**config.mk**
```make
export PLATFORM = sky130hd
export DESIGN_NAME = polar_rz_codec
export DESIGN_NICKNAME = d
export VERILOG_FILES = /design/src/rtl/polar_codec_pkg.sv /design/src/rtl/polar_phase_fsm.sv /design/src/rtl/polar_encoder.sv /design/src/rtl/polar_decoder.sv /design/src/rtl/polar_rz_codec.sv
export SDC_FILE = /design/constraint.sdc
export NUM_CORES = 1
export LEC_CHECK = 0
export ABC_AREA = 1
export ABC_CLOCK_PERIOD_IN_PS = 800
export BUFFER_PORTS_ARGS = -buffer_cell sky130_fd_sc_hd__clkbuf_2
export CAP_MARGIN = 20
export CORE_AREA = 2 2 39 41
export CTS_BUF_LIST = sky130_fd_sc_hd__clkbuf_8
export CTS_CLUSTER_SIZE = 30
export DETAILED_ROUTE_END_ITERATION = 10
export DIE_AREA = 0 0 41 43
export MAX_ROUTING_LAYER = met4
export PLACE_DENSITY_LB_ADDON = 0.25
export SYNTH_ARGS = -nofsm -noshare
export SYNTH_HDL_FRONTEND = slang
export SYNTH_SLANG_ARGS = --single-unit
```
**constraint.sdc**
```tcl
create_clock -name clk -period 0.8 [get_ports clk]
set_input_delay 0 -clock clk [delete_from_list [all_inputs] [get_ports clk]]
set_output_delay 0 -clock clk [all_outputs]
set_load 0.05 [all_outputs]
```
**src/rtl/polar_codec_pkg.sv**
```systemverilog
package polar_codec_pkg;
    typedef enum logic [1:0] {
        ST_IDLE  = 2'd0,
        ST_MARK  = 2'd1,
        ST_SPACE = 2'd2
    } phase_e;

    localparam int SYM_W = 2;
    localparam logic [SYM_W-1:0] SYM_ZERO = 2'b00;
    localparam logic [SYM_W-1:0] SYM_POS  = 2'b01;
    localparam logic [SYM_W-1:0] SYM_NEG  = 2'b11;
endpackage

```
**src/rtl/polar_phase_fsm.sv**
```systemverilog
module polar_phase_fsm
    import polar_codec_pkg::*;
(
    input  logic   clk,
    input  logic   rst,
    output phase_e state,
    output logic   bit_clk,
    output logic   load
);
    phase_e st_q;
    phase_e st_d;

    // next-state logic
    always_comb begin
        st_d = st_q;
        unique case (st_q)
            ST_IDLE:  st_d = ST_MARK;   // IDLE_TO_MARK
            ST_MARK:  st_d = ST_SPACE;  // MARK_TO_SPACE
            ST_SPACE: st_d = ST_MARK;   // SPACE_TO_MARK
            default:  st_d = ST_IDLE;
        endcase
    end

    // state register
    always_ff @(posedge clk) begin
        if (rst) st_q <= ST_IDLE;
        else     st_q <= st_d;
    end

    // outputs
    always_comb begin
        state   = st_q;
        bit_clk = (st_q == ST_MARK);
        load    = (st_q != ST_MARK);
    end

    p_idle_leaves_r1: assert property (@(posedge clk) disable iff (rst)
        (st_q == ST_IDLE) |=> (st_q == ST_MARK));
    p_mark_to_space_r1: assert property (@(posedge clk) disable iff (rst)
        (st_q == ST_MARK) |=> (st_q == ST_SPACE));
    p_space_to_mark_r1: assert property (@(posedge clk) disable iff (rst)
        (st_q == ST_SPACE) |=> (st_q == ST_MARK));
endmodule

```
**src/rtl/polar_encoder.sv**
```systemverilog
module polar_encoder (
    input  logic clk,
    input  logic rst,
    input  logic nrz_mode,
    input  logic load,
    input  logic tx_data,
    output logic rail_pos,
    output logic rail_neg
);
    logic hold_q;
    logic bit_d;
    logic gate_d;

    always_comb begin
        bit_d  = load ? tx_data : hold_q;
        gate_d = load | nrz_mode;
    end

    always_ff @(posedge clk) begin
        if (rst) begin
            hold_q   <= 1'b0;
            rail_pos <= 1'b0;
            rail_neg <= 1'b0;
        end else begin
            if (load) hold_q <= tx_data;
            rail_pos <= bit_d & gate_d;
            rail_neg <= ~bit_d & gate_d;
        end
    end

    p_rails_exclusive_r2: assert property (@(posedge clk) disable iff (rst)
        !(rail_pos && rail_neg));
    p_hold_stable_r4: assert property (@(posedge clk) disable iff (rst)
        !load |=> $stable(hold_q));
    p_rz_gap_r3: assert property (@(posedge clk) disable iff (rst)
        (!load && !nrz_mode) |=> (!rail_pos && !rail_neg));
    p_nrz_level_r5: assert property (@(posedge clk) disable iff (rst)
        (!load && nrz_mode) |=> (rail_pos || rail_neg));
endmodule

```
**src/rtl/polar_decoder.sv**
```systemverilog
module polar_decoder
    import polar_codec_pkg::*;
(
    input  logic             clk,
    input  logic             rst,
    input  phase_e           state,
    input  logic [SYM_W-1:0] rx_symbol,
    output logic             rx_data,
    output logic             rx_clk,
    output logic             rx_valid
);
    logic is_pos;
    logic is_mark;

    always_comb begin
        is_pos  = (rx_symbol == SYM_POS);
        is_mark = is_pos || (rx_symbol == SYM_NEG);
    end

    always_ff @(posedge clk) begin
        if (rst) begin
            rx_data  <= 1'b0;
            rx_clk   <= 1'b0;
            rx_valid <= 1'b0;
        end else begin
            rx_data  <= is_pos;
            rx_clk   <= is_mark;
            rx_valid <= (state == ST_MARK);
        end
    end

    p_valid_pulse_r7: assert property (@(posedge clk) disable iff (rst)
        rx_valid |=> !rx_valid);
    p_data_needs_clk_r6: assert property (@(posedge clk) disable iff (rst)
        rx_data |-> rx_clk);
endmodule

```
**src/rtl/polar_rz_codec.sv**
```systemverilog
module polar_rz_codec
    import polar_codec_pkg::*;
(
    input  logic             clk,
    input  logic             rst,
    input  logic             nrz_mode,
    input  logic             tx_data,
    output logic             bit_clk,
    output logic             rail_pos,
    output logic             rail_neg,
    output logic [SYM_W-1:0] tx_symbol,
    input  logic [SYM_W-1:0] rx_symbol,
    output logic             rx_data,
    output logic             rx_clk,
    output logic             rx_valid
);
    phase_e state;
    logic   load;

    polar_phase_fsm u_phase (
        .clk     (clk),
        .rst     (rst),
        .state   (state),
        .bit_clk (bit_clk),
        .load    (load)
    );

    polar_encoder u_enc (
        .clk      (clk),
        .rst      (rst),
        .nrz_mode (nrz_mode),
        .load     (load),
        .tx_data  (tx_data),
        .rail_pos (rail_pos),
        .rail_neg (rail_neg)
    );

    // symbol = positive rail minus negative rail, two's complement
    assign tx_symbol = {rail_neg, rail_pos | rail_neg};

    polar_decoder u_dec (
        .clk       (clk),
        .rst       (rst),
        .state     (state),
        .rx_symbol (rx_symbol),
        .rx_data   (rx_data),
        .rx_clk    (rx_clk),
        .rx_valid  (rx_valid)
    );

    p_symbol_zero_in_reset_r9: assert property (@(posedge clk)
        $past(rst) |-> (tx_symbol == SYM_ZERO));
endmodule

```
After elaboration in Yosys (flattened, before gate mapping). Index checks and enable logic that the tools add are counted.

Bitwise logic cells: 5. Eq/ne operators: 5. Muxes and demuxes: 2. Reductions and logical operators: 3.

Operator list (number): equality test 2 x 1 -> 1 bit (second input constant) (2); equality test 2 bit (second input constant) (2); one-hot mux 2 bit (2 select lines) (1); bitwise AND 1 bit (2); zero test 2 bit (1); != test 2 x 1 -> 1 bit (second input constant) (1); OR 1 bit (2); OR reduction 2 bit (1); logical OR 1 bit (1); 2-to-1 mux 1 bit (1); inverter 1 bit (1).

Output and inout port bits: 8. Register bits: 8. Logic and storage cells: 22. Input bits: 6.

Depth between registers and ports, before layout. Gate-level depths: netlist of run 1.

Depth in word-level cells: 4. Mapped depth: 5. Gate-level depth less buffers: 5.

Modules after synthesis. A second synthesis of run 1 with hierarchy kept.

Cells, all modules: 37. Area, all modules: 286.5 um2.

Modules (own cells, without submodules): polar_encoder (area each 113.9 um2, cells each 17, seq. area each 60.1 um2, instances 1); polar_decoder (area each 90.1 um2, cells each 9, seq. area each 60.1 um2, instances 1); polar_phase_fsm (area each 63.8 um2, cells each 7, seq. area each 40.0 um2, instances 1); polar_rz_codec (area each 18.8 um2, cells each 4, seq. area each 0.0 um2, instances 1).

Least setup slack after synthesis of run 1. OpenSTA, ideal clock, no wires.

Path type: reg2reg. Start point: register u_phase.st_q[1], in the netlist u_phase.state[1]. End point: register u_enc.rail_pos. Path slack: -0.336 ns. Data required time: 0.688 ns. Library setup time: 0.112 ns. Stages on the path, launching flop included: 6. Clock period less this slack: 1.136 ns. Buffers on the path: 0. Arrival: 1.024 ns. Cells stage by stage: dfxtp_1 > inv_1 > nand2_2 > nand2_1 > nand2_1 > nor2_1.

Longest elaborated chain between the ends: 3. Elaborated cells on any way between the ends: 4. Classes of those cells: 1 x eq/ne; 1 x mux; 2 x bitwise.

RTL lines: start: declaration (line polar_phase_fsm.sv:10) `phase_e st_q;`; start signal: assignment (line polar_phase_fsm.sv:27) `else st_q <= st_d;`; != test 2 x 1 -> 1 bit (*) (line polar_phase_fsm.sv:34) `load = (st_q != ST_MARK);`; 2-to-1 mux 1 bit / OR 1 bit (equally long branches); bitwise AND 1 bit (*) (line polar_encoder.sv:26) `rail_pos <= bit_d & gate_d;`; end signal: assignment (line polar_encoder.sv:26); end: declaration (line polar_encoder.sv:7) `output logic rail_pos,`.

Every way passes the cells marked *; elsewhere a longest branch is shown, timed or not. A chain may end at the register's enable or synchronous reset.

Worst setup path in the final report of run 1.
Start point: register u_enc.rail_neg. End point: output tx_symbol[0].

Longest elaborated chain between the ends: 1.

RTL lines: start: declaration (line polar_encoder.sv:8) `output logic rail_neg`; start signal: assignment (line polar_encoder.sv:27) `rail_neg <= ~bit_d & gate_d;`; OR 1 bit (line polar_rz_codec.sv:39) `assign tx_symbol = {rail_neg, rail_pos | rail_neg};`; end: declaration (line polar_rz_codec.sv:11) `output logic [SYM_W-1:0] tx_symbol,`.

No other way between the ends.

==> results by group, run 1 <==
Timing
  – Clock skew: around 0.0057 ns
  – Slew Limit Fails: 0
  – Rel. slew slack: 0.836
  – Endpoints failing setup: 4
  – RSZ-0062 raised after global routing: true
  – Slew at the pin closest to its max-slew limit: approximately 0.25 ns
  – Final Hold Viols: 0
  – Max Fclk: 1060 MHz
  – Tcrit/Tclk final: 1.18
  – Minimum clock period: between 0.9 and 1 ns
  – Worst hold margin: ~0.026 ns
  – Final setup margin: -0.141 ns

Floorplanning
  – Die height: ~43 um
  – # rows: 14
  – Die width: 41 um
  – CORE AREA: approximately 0.0014 mm2
  – # IOs: 14
  – Starting Density: 0.179
  – Die area: roughly 0.0018 mm2

Place
  – Post-place instance area: roughly 350 um2
  – Placed cells: 60
  – Pre-CTS setup slack: -0.0155 ns
  – RD Place Congestion: around 0.64
  – DP HPWL: about 380 um
  – Port Buffers: 13

CTS
  – CTS clk-pin slew, worst paths: approximately 0.040 ns
  – Clock sink count: 7
  – Clock buffer depth: 2
  – Root Buffer: clkbuf_8
  – Worst-Skew Late Latency: approximately 0.22 ns
  – CTS tree: done
  – H-tree Lvls: 1
  – Total CTS buffers: 3

Route
  – Total wire length: approximately 560 um
  – Final ANT Viol Nets: 0
  – Starting DRT DRC Count: 0
  – TritonRoute pass-1 iters: 1
  – Residual DRC: 0
  – Detail-routed via count per cell: approximately 3.8
  – Wirelength per Cell: between 8 and 9 um
  – Total number of vias: about 260

Worst hold path
  – HP Class: input pin to flip-flop
  – Hold path cells: 2
  – Worst Hold End: u_phase.state[1]$_SDFF_PP0_
  – Worst hold path startpoint: rst

Global routing
  – Pin count of the biggest net entering global routing: 7
  – First-pass GRT wire length: roughly 810 um
  – Number of global-route vias before repair: 224
  – Antenna violations before repair: 0
  – Total gr overflow: 0
  – GRT Util Overall: 0.0762

Setup path
  – Critical R2R Launch: u_phase.state[1]$_SDFF_PP0_
  – FF-to-FF setup slack: around 0.02 ns
  – Crit path required time: about 0.8 ns
  – Crit path launch type: flip-flop
  – Critical setup path kind: flip-flop to output pin
  – FF-to-FF path depth: 5
  – CP endpoint kind: output pin
  – Critical R2R Capture: u_enc.rail_neg$_SDFF_PP0_
  – Crit path launch: u_enc.rail_neg$_SDFF_PP0_
  – Crit-path max FO: 2
  – Worst path arrival time: approximately 0.94 ns

Cells and area
  – Layout cells sized above 1: 0.596
  – Post-route cell area: 524 um2
  – FILL cells: 141
  – Final core utilization: 0.379
  – Ant diodes: 0
  – Final cell count without fillers: between 60 and 70
  – Layout net count: between 50 and 60
  – Area grow syn2layout: 112%
  – Area of the multi-input gates: slightly below 100 um2
  – Flip-flop and latch area: approximately 150 um2

Yosys
  – Seq/Total Area, Yosys: 0.566
  – Synth cell types: 9
  – Avg Synthesized Cell Area: roughly 7.7 um2
  – Syn Std Cell Area: between 200 and 250 um2
  – Mapped Cells: 32
  – Synth top area cells: dfxtp_1 57%, inv_1 11%, nor2_1 9.1%
  – Seq cells post-synth: 7
  – Yosys top cell by area: dfxtp_1
  – Yosys warning count: 0
  – Top-area cell type share of the netlist area: 0.566
  – Syn_nets: 38

Flow run
  – Max-cap viol count: 0

Power and ir drop
  – Worst IR Drop VDD: around 0.84 mV
  – P per Cell Area: around 2300 mW/mm2
  – Leakage power: between 0.2 and 0.3 nW

Run status
  – Failing checks: setup timing
  – Status: complete, but fails checks
[kinds of logic (layout without fill, tap and decap cells)]
group | count (synthesis) | count (layout) | share of synthesized area
simple gates | 17 | 17 | 0.298
flops | 7 | 7 | 0.566
buf+inv | 8 | 28 | 0.136
[cells in the final DEF, fill, tap and decap left out]
| cell | count |
|---|---|
| inv_4 | 1 |
| nand3_1 | 2 |
| buf_8 | 1 |
| clkbuf_2 | 5 |
| dfxtp_1 | 3 |
| buf_2 | 2 |
| inv_1 | 6 |
| nand2_4 | 1 |
| nor2_1 | 5 |
| dfxtp_2 | 3 |
| nand2_1 | 2 |
| dfxtp_4 | 1 |
| clkinvlp_4 | 1 |
| buf_6 | 2 |
| clkbuf_4 | 1 |
| buf_4 | 1 |
| dlygate4sd3_1 | 2 |
| nor3_1 | 1 |
| nor2_2 | 1 |
| clkbuf_8 | 3 |
| nand3_2 | 1 |
| clkbuf_16 | 3 |
| or2_4 | 1 |
| nand2_2 | 3 |
[worst max path at each step]
stage,endpoint,slack [ns],depth (start not counted)
after CTS,tx_symbol[0],-0.15,2
after floorplan,u_enc.rail_pos$_SDFF_PP0_,-0.02,5
after global placement,bit_clk,-0.01,3
after global routing,tx_symbol[0],-0.17,2
final,tx_symbol[0],-0.14,2
after detailed placement,bit_clk,-0.02,3
[synthesized netlist by cell type]
cell type / number
nor2_1: 6
buf_4: 1
nand2_1: 5
nor3_1: 1
or2_2: 1
nand3_1: 3
nand2_2: 1
inv_1: 7
dfxtp_1: 7
[registers in the layout (all words and copies together), names as in the netlist]
name and cells:
u_enc.rail_pos 1, u_dec.rx_data 1, u_enc.rail_neg 1, u_phase.state 2, u_enc.hold_q 1, u_dec.rx_clk 1
[metrics by stage]
| stage | power [mW] | setup TNS, ns |
|---|---|---|
| 6_report | 1.19 | -0.310 |
| 5_1_grt | 1.25 | -0.467 |
| 4_1_cts | 1.19 | -0.322 |
| 3_5_place_dp | 0.611 | -0.0155 |
| 3_3_place_gp | 0.610 | -0.0105 |
| 2_1_floorplan | 0.566 | -0.0448 |
[report_power, final]
part           switching [mW]  internal [mW]
logic                   0.176          0.144
clock network           0.149          0.331
registers              0.0172          0.376
total                   0.342          0.851
[repair_timing]
item                                    4_1_cts  5_1_grt
pin swaps                                     1        3
hold buffers                                  2        0
endpoints found under the setup margin        8        9
setup buffers                                 1        1
resized for setup                            15       10
hold endpoints to repair                      2        0
[layer usage]
| metal | track usage | share of wire | up-vias |
|---|---|---|---|
| met5 | - | 0 | - |
| met3 | 0.0314 | 0.080 | 2 |
| met1 | 0.0548 | 0.36 | 114 |
| li1 | - | - | 132 |
| met2 | 0.131 | 0.54 | 8 |
| met4 | 0.0600 | 0.018 | 0 |
[worst max-delay path, stage by stage, from the launching register on]
cell and delay [ns]:
dfxtp_2 0.32, or2_4 0.23, clkbuf_16 0.17
[layout make-up]
cell class	instances	area share
multi-input cells	17	0.184
clock inverters	1	0.00716
clock buffers	3	0.0788
inverters	7	0.0621
repair buffers	17	0.348
well taps	16	0.0382
flip-flops and latches	7	0.282
Power figures use the tool's default switching activity.
==> inputs of run 2 (changes only) <==
SETUP_SLACK_MARGIN = 0.5   (was default)
==> run 2 against run 1 <==
- the flow finishes with violations (hold timing, setup timing)
- sequential power hardly changed
- worst hold slack worse by 0.096 ns
- utilization is 6.6 points higher
- total power is 2.2% higher
- critical path depth stayed put
- maximum frequency is 0.31% lower
- combinational power is 9.7% higher
- first-iteration DRC count stayed put
- critical path type unchanged
- largest power group unchanged
- highest routed layer unchanged
==> results by group, run 2 (synthesis gave the netlist of run 1 again) <==
Place
  – Port Buffers: 13 (unchanged)
  – RD Place Congestion: 0.632 (was 0.642)
  – DP HPWL: 388 um (was 378 um)
  – Placed cells: 60 (unchanged)
  – Pre-CTS setup slack: 0.0205 ns (was -0.0155 ns)

Global routing
  – Antenna violations before repair: 0 (unchanged)
  – Number of global-route vias before repair: 225 (was 224)
  – First-pass GRT wire length: 807 um (was 814 um)
  – Total gr overflow: 0 (unchanged)
  – Pin count of the biggest net entering global routing: 7 (unchanged)
  – GRT Util Overall: 0.0774 (was 0.0762)

Timing
  – Slew Limit Fails: 0 (unchanged)
  – Rel. slew slack: 0.897 (was 0.836)
  – Final setup margin: -0.144 ns (was -0.141 ns)
  – Slew at the pin closest to its max-slew limit: 0.155 ns (was 0.248 ns)
  – Clock skew: 0.000896 ns (was 0.00570 ns)
  – Minimum clock period: 0.944 ns (was 0.941 ns)
  – Max Fclk: 1060 MHz (about the same)
  – Setup tns final: -0.504 ns (was -0.310 ns)
  – Endpoints failing setup: 6 (was 4)
  – Tcrit/Tclk final: 1.18 (about the same)
  – RSZ-0062 raised after global routing: true (unchanged)
  – Final Hold Viols: 2 (was 0)
  – Worst hold margin: -0.0699 ns (was 0.0264 ns)

Floorplanning
  – CORE AREA: 0.00138 mm2 (unchanged)
  – # rows: 14 (unchanged)
  – Die height: 43 um (unchanged)
  – # IOs: 14 (unchanged)
  – Die width: 41 um (unchanged)
  – Die area: 0.00176 mm2 (unchanged)
  – Starting Density: 0.179 (unchanged)

Power and ir drop
  – Power Total: 1.22 mW (was 1.19 mW)
  – P per Cell Area: 1980 mW/mm2 (was 2280 mW/mm2)
  – Leakage power: 0.291 nW (was 0.261 nW)
  – Worst IR Drop VDD: 0.802 mV (was 0.836 mV)

Route
  – Detail-routed via count per cell: 3.87 (was 3.76)
  – Total wire length: 611 um (was 560 um)
  – Wirelength per Cell: 8.73 um (was 8.24 um)
  – Final ANT Viol Nets: 0 (unchanged)
  – TritonRoute pass-1 iters: 1 (unchanged)
  – Residual DRC: 0 (unchanged)
  – Starting DRT DRC Count: 0 (unchanged)
  – Total number of vias: 271 (was 256)

Cells and area
  – Final cell count without fillers: 70 (was 68)
  – Largest register FFs: 2 (unchanged)
  – Area grow syn2layout: 148% (was 112%)
  – Layout net count: 61 (was 59)
  – Ant diodes: 0 (unchanged)
  – Most frequent cells in the layout: 6 x inv_1, 6 x dfxtp_4, 5 x nand2_2, 5 x clkbuf_2, 5 x clkbuf_16 (was 6 x inv_1, 5 x nor2_1, 5 x clkbuf_2)
  – Layout cells sized above 1: 0.778 (was 0.596)
  – Final core utilization: 0.445 (was 0.379)

CTS
  – Clock buffer depth: 2 (unchanged)
  – CTS clk-pin slew, worst paths: 0.04 ns (about the same)
  – CTS tree: done (unchanged)
  – H-tree Lvls: 1 (unchanged)
  – Total CTS buffers: 3 (unchanged)
  – Root Buffer: clkbuf_8 (unchanged)
  – Clock sink count: 7 (unchanged)
  – Worst-Skew Late Latency: 0.22 ns (about the same)

Setup path
  – Crit-path max FO: 2 (unchanged)
  – Slowest cell on crit path: dfxtp_4 (was dfxtp_2)
  – CP endpoint kind: output pin (unchanged)
  – Critical setup path kind: flip-flop to output pin (unchanged)
  – Worst stage delay on the critical path: 0.33 ns (was 0.32 ns)
  – Crit path required time: 0.80 ns (about the same)
  – Crit path launch type: flip-flop (unchanged)
  – Worst path cell trace: or2_4 -> buf_8 (was or2_4 -> clkbuf_16)
  – Worst path arrival time: 0.94 ns (about the same)

Worst hold path
  – HP Class: input pin to flip-flop (unchanged)

Flow run
  – Max-cap viol count: 0 (unchanged)

Run status
  – Status: complete, but fails checks (unchanged)
  – Failing checks: hold timing, setup timing (was setup timing)
## run 2: timing repair
action                                 CTS  global route
pin swaps                                3             8
setup buffers                            4             2
setup endpoints to repair               13            13
resized for setup                       28             7
endpoints found under the hold margin    2             2
## run 2: worst max-delay path: cells and delay by family (launching register included)
kind                   cells  cell delay, ns
DFF                        1            0.33
buffers and inverters      1            0.15
and+or+nand+nor            1            0.24
## run 2: final cells by class
class,count,area [um2]
clock buffers,3,41.3
clock inverters,1,3.75
fillers,134,768
inverters,7,32.5
multi-input cells,17,119
flip-flops and latches,7,163
well taps,16,20.0
repair buffers,19,236
## run 2: stage by stage
stage / hold slack [ns] / area [um2]
2_1_floorplan: 0.0571 / 292
3_3_place_gp: 0.161 / 362
3_5_place_dp: 0.165 / 362
4_1_cts: -0.0666 / 582
5_1_grt: -0.0654 / 616
6_report: -0.0699 / 616
## run 2: worst paths after layout
path | from | to | slack, ns | cells after the start
worst max register to register | u_phase.state[1]$_SDFF_PP0_ | u_enc.hold_q$_SDFF_PP0_ | -0.06 | 6
worst max-delay path | u_enc.rail_pos$_SDFF_PP0_ | tx_symbol[0] | -0.14 | 2
worst min register to register | u_phase.state[0]$_SDFF_PP0_ | u_phase.state[0]$_SDFF_PP0_ | 0.46 | 1
worst min-delay path | rx_symbol[1] | u_dec.rx_data$_SDFF_PP0_ | -0.07 | 2
## run 2: power by group
group	total (mW)	switching, mW	leakage (nW)	internal [mW]
Combinational	0.351	0.184	0.202	0.166
Clock	0.477	0.146	0.0269	0.331
Sequential	0.393	0.0233	0.0618	0.369
## run 2: layer usage
layer / vias up / track usage / part of all wire
li1: 136 / - / -
met1: 123 / 0.0747 / 0.34
met2: 10 / 0.0969 / 0.57
met3: 2 / 0.0628 / 0.082
met4: 0 / 0.0600 / 0.0065
met5: - / - / 0
==> inputs of run 3 (changes only) <==
SKIP_LAST_GASP = 1   (was default)
SLEW_MARGIN = 40   (was default)
==> run 3 against run 2 <==
- the flow still finishes with violations (hold timing, setup timing)
- clock power is 0.8% lower
- utilization decreased by 0.090 points
- final cell count is the same
- first-iteration DRC count unchanged
- maximum frequency down 0.93%
- setup slack worse by 0.0089 ns
- count of clock-buffer cells in the layout unchanged
- via count down 2.2%
- clock skew about the same
- global-route usage grew 1.1 points
- die area unchanged
- sequential power hardly changed
- critical path type unchanged
- highest routed layer unchanged
==> results by group, run 3 (synthesis gave the netlist of run 1 again) <==
Power and ir drop
  – Leakage power: 0.294 nW (was 0.291 nW)
  – P per Cell Area: 1990 mW/mm2 (was 1980 mW/mm2)
  – Worst IR Drop VDD: 0.795 mV (was 0.802 mV)
  – Power Total: 1.22 mW (about the same)

Run status
  – Failing checks: hold timing, setup timing (unchanged)
  – Status: complete, but fails checks (unchanged)

Timing
  – Slew at the pin closest to its max-slew limit: 0.154 ns (was 0.155 ns)
  – Worst hold margin: -0.0688 ns (was -0.0699 ns)
  – Setup tns final: -0.564 ns (was -0.504 ns)
  – Tcrit/Tclk final: 1.19 (was 1.18)
  – Max Fclk: 1050 MHz (was 1060 MHz)
  – Clock skew: 0.00101 ns (was 0.000896 ns)
  – Minimum clock period: 0.953 ns (was 0.944 ns)
  – Slew Limit Fails: 0 (unchanged)
  – RSZ-0062 raised after global routing: true (unchanged)
  – Final Hold Viols: 2 (unchanged)
  – Rel. slew slack: 0.897 (about the same)
  – Final setup margin: -0.153 ns (was -0.144 ns)
  – Endpoints failing setup: 6 (unchanged)

Place
  – Post-place instance area: 362 um2 (unchanged)
  – Port Buffers: 13 (unchanged)
  – RD Place Congestion: 0.632 (unchanged)
  – Pre-CTS setup slack: 0.0205 ns (unchanged)
  – Placed cells: 60 (unchanged)
  – DP HPWL: 388 um (unchanged)

CTS
  – Root Buffer: clkbuf_8 (unchanged)
  – H-tree Lvls: 1 (unchanged)
  – Clock sink count: 7 (unchanged)
  – CTS tree: done (unchanged)
  – Worst-Skew Late Latency: 0.22 ns (about the same)
  – Clock buffer depth: 2 (unchanged)
  – CTS clk-pin slew, worst paths: 0.04 ns (about the same)
  – Total CTS buffers: 3 (unchanged)

Cells and area
  – FILL cells: 139 (was 134)
  – Most frequent cells in the layout: 6 x inv_1, 6 x dfxtp_4, 5 x nor2_1, 5 x clkbuf_2, 5 x clkbuf_16 (was 6 x inv_1, 6 x dfxtp_4, 5 x nand2_2, 5 x clkbuf_2, 5 x clkbuf_16)
  – Final core utilization: 0.444 (was 0.445)
  – Final cell count without fillers: 70 (unchanged)
  – Area grow syn2layout: 148% (about the same)
  – Layout cells sized above 1: 0.704 (was 0.778)
  – Largest register FFs: 2 (unchanged)
  – Ant diodes: 0 (unchanged)
  – Layout net count: 61 (unchanged)
  – Post-route cell area: 614 um2 (was 616 um2)

Global routing
  – Met2 Usage GRT: 0.122 (was 0.0969)
  – Met1 Track Usage GR: 0.0844 (was 0.0747)
  – Total gr overflow: 0 (unchanged)
  – Number of global-route vias before repair: 234 (was 225)
  – GRT Util Overall: 0.0888 (was 0.0774)
  – M3 GR Usage: 0.0628 (unchanged)
  – Antenna violations before repair: 0 (unchanged)
  – GR peak layer: met2 (unchanged)
  – First-pass GRT wire length: 917 um (was 807 um)
  – Pin count of the biggest net entering global routing: 7 (unchanged)

Setup path
  – Crit path required time: 0.80 ns (about the same)
  – Crit path launch type: flip-flop (unchanged)
  – Crit-path max FO: 2 (unchanged)
  – Worst path arrival time: 0.95 ns (was 0.94 ns)
  – Critical setup path kind: flip-flop to output pin (unchanged)
  – FF-to-FF path depth: 6 (unchanged)
  – CP endpoint kind: output pin (unchanged)

Floorplanning
  – Die width: 41 um (unchanged)
  – Die height: 43 um (unchanged)
  – # IOs: 14 (unchanged)
  – Starting Density: 0.179 (unchanged)
  – Die area: 0.00176 mm2 (unchanged)
  – # rows: 14 (unchanged)
  – CORE AREA: 0.00138 mm2 (unchanged)

Route
  – Total wire length: 596 um (was 611 um)
  – Total number of vias: 265 (was 271)
  – Wirelength per Cell: 8.51 um (was 8.73 um)
  – Final ANT Viol Nets: 0 (unchanged)
  – Residual DRC: 0 (unchanged)
  – TritonRoute pass-1 iters: 1 (unchanged)
  – Starting DRT DRC Count: 0 (unchanged)
  – Detail-routed via count per cell: 3.79 (was 3.87)

Worst hold path
  – Hold path cells: 2 (unchanged)
  – HP Class: input pin to flip-flop (unchanged)

Flow run
  – Max-cap viol count: 0 (unchanged)
-- run 3: cell count changes in the layout (fill, tap and decap cells not counted), sizes merged --
| cell | change |
|---|---|
| buf | +1 |
| clkbuf | -1 |
-- run 3: path summary, 6_finish.rpt --
path / to / startpoint / slack (ns)
setup / recovery: tx_symbol[0] / u_enc.rail_pos$_SDFF_PP0_ / -0.15
hold / removal: u_dec.rx_data$_SDFF_PP0_ / rx_symbol[1] / -0.07
setup reg to reg: u_enc.hold_q$_SDFF_PP0_ / u_phase.state[1]$_SDFF_PP0_ / -0.07
hold reg to reg: u_phase.state[0]$_SDFF_PP0_ / u_phase.state[0]$_SDFF_PP0_ / 0.46
-- run 3: routing by layer --
| metal | up-vias | part of all wire |
|---|---|---|
| met4 | 0 | 0.0067 |
| li1 | 137 | - |
| met3 | 2 | 0.067 |
| met2 | 8 | 0.57 |
| met1 | 118 | 0.35 |
| met5 | - | 0 |
-- run 3: critical path: stages, from the launching register on --
cell     delay [ns]
dfxtp_4        0.34
or2_4          0.25
buf_8          0.15
-- run 3: report_power, final --
group          leakage, nW  switching (mW)  total (mW)  internal [mW]
Sequential          0.0618          0.0240       0.393          0.369
Clock               0.0269           0.142       0.473          0.331
Combinational        0.205           0.181       0.354          0.173
-- run 3: cell type report --
class	instances	area, um2	share of cell area
clock inverter	1	3.75	0.00611
clock buffer	3	41.3	0.0672
multi-input combinational	17	106	0.173
tap	16	20.0	0.0326
sequential	7	163	0.265
timing repair buffer	19	248	0.403
inverter	7	32.5	0.0530
-- run 3: repair_timing --
item | 4_1_cts | 5_1_grt
resized for setup | 26 | 9
pin swaps | 3 | 7
hold endpoints to repair | 2 | 2
endpoints found under the setup margin | 13 | 13
setup buffers | 4 | 2
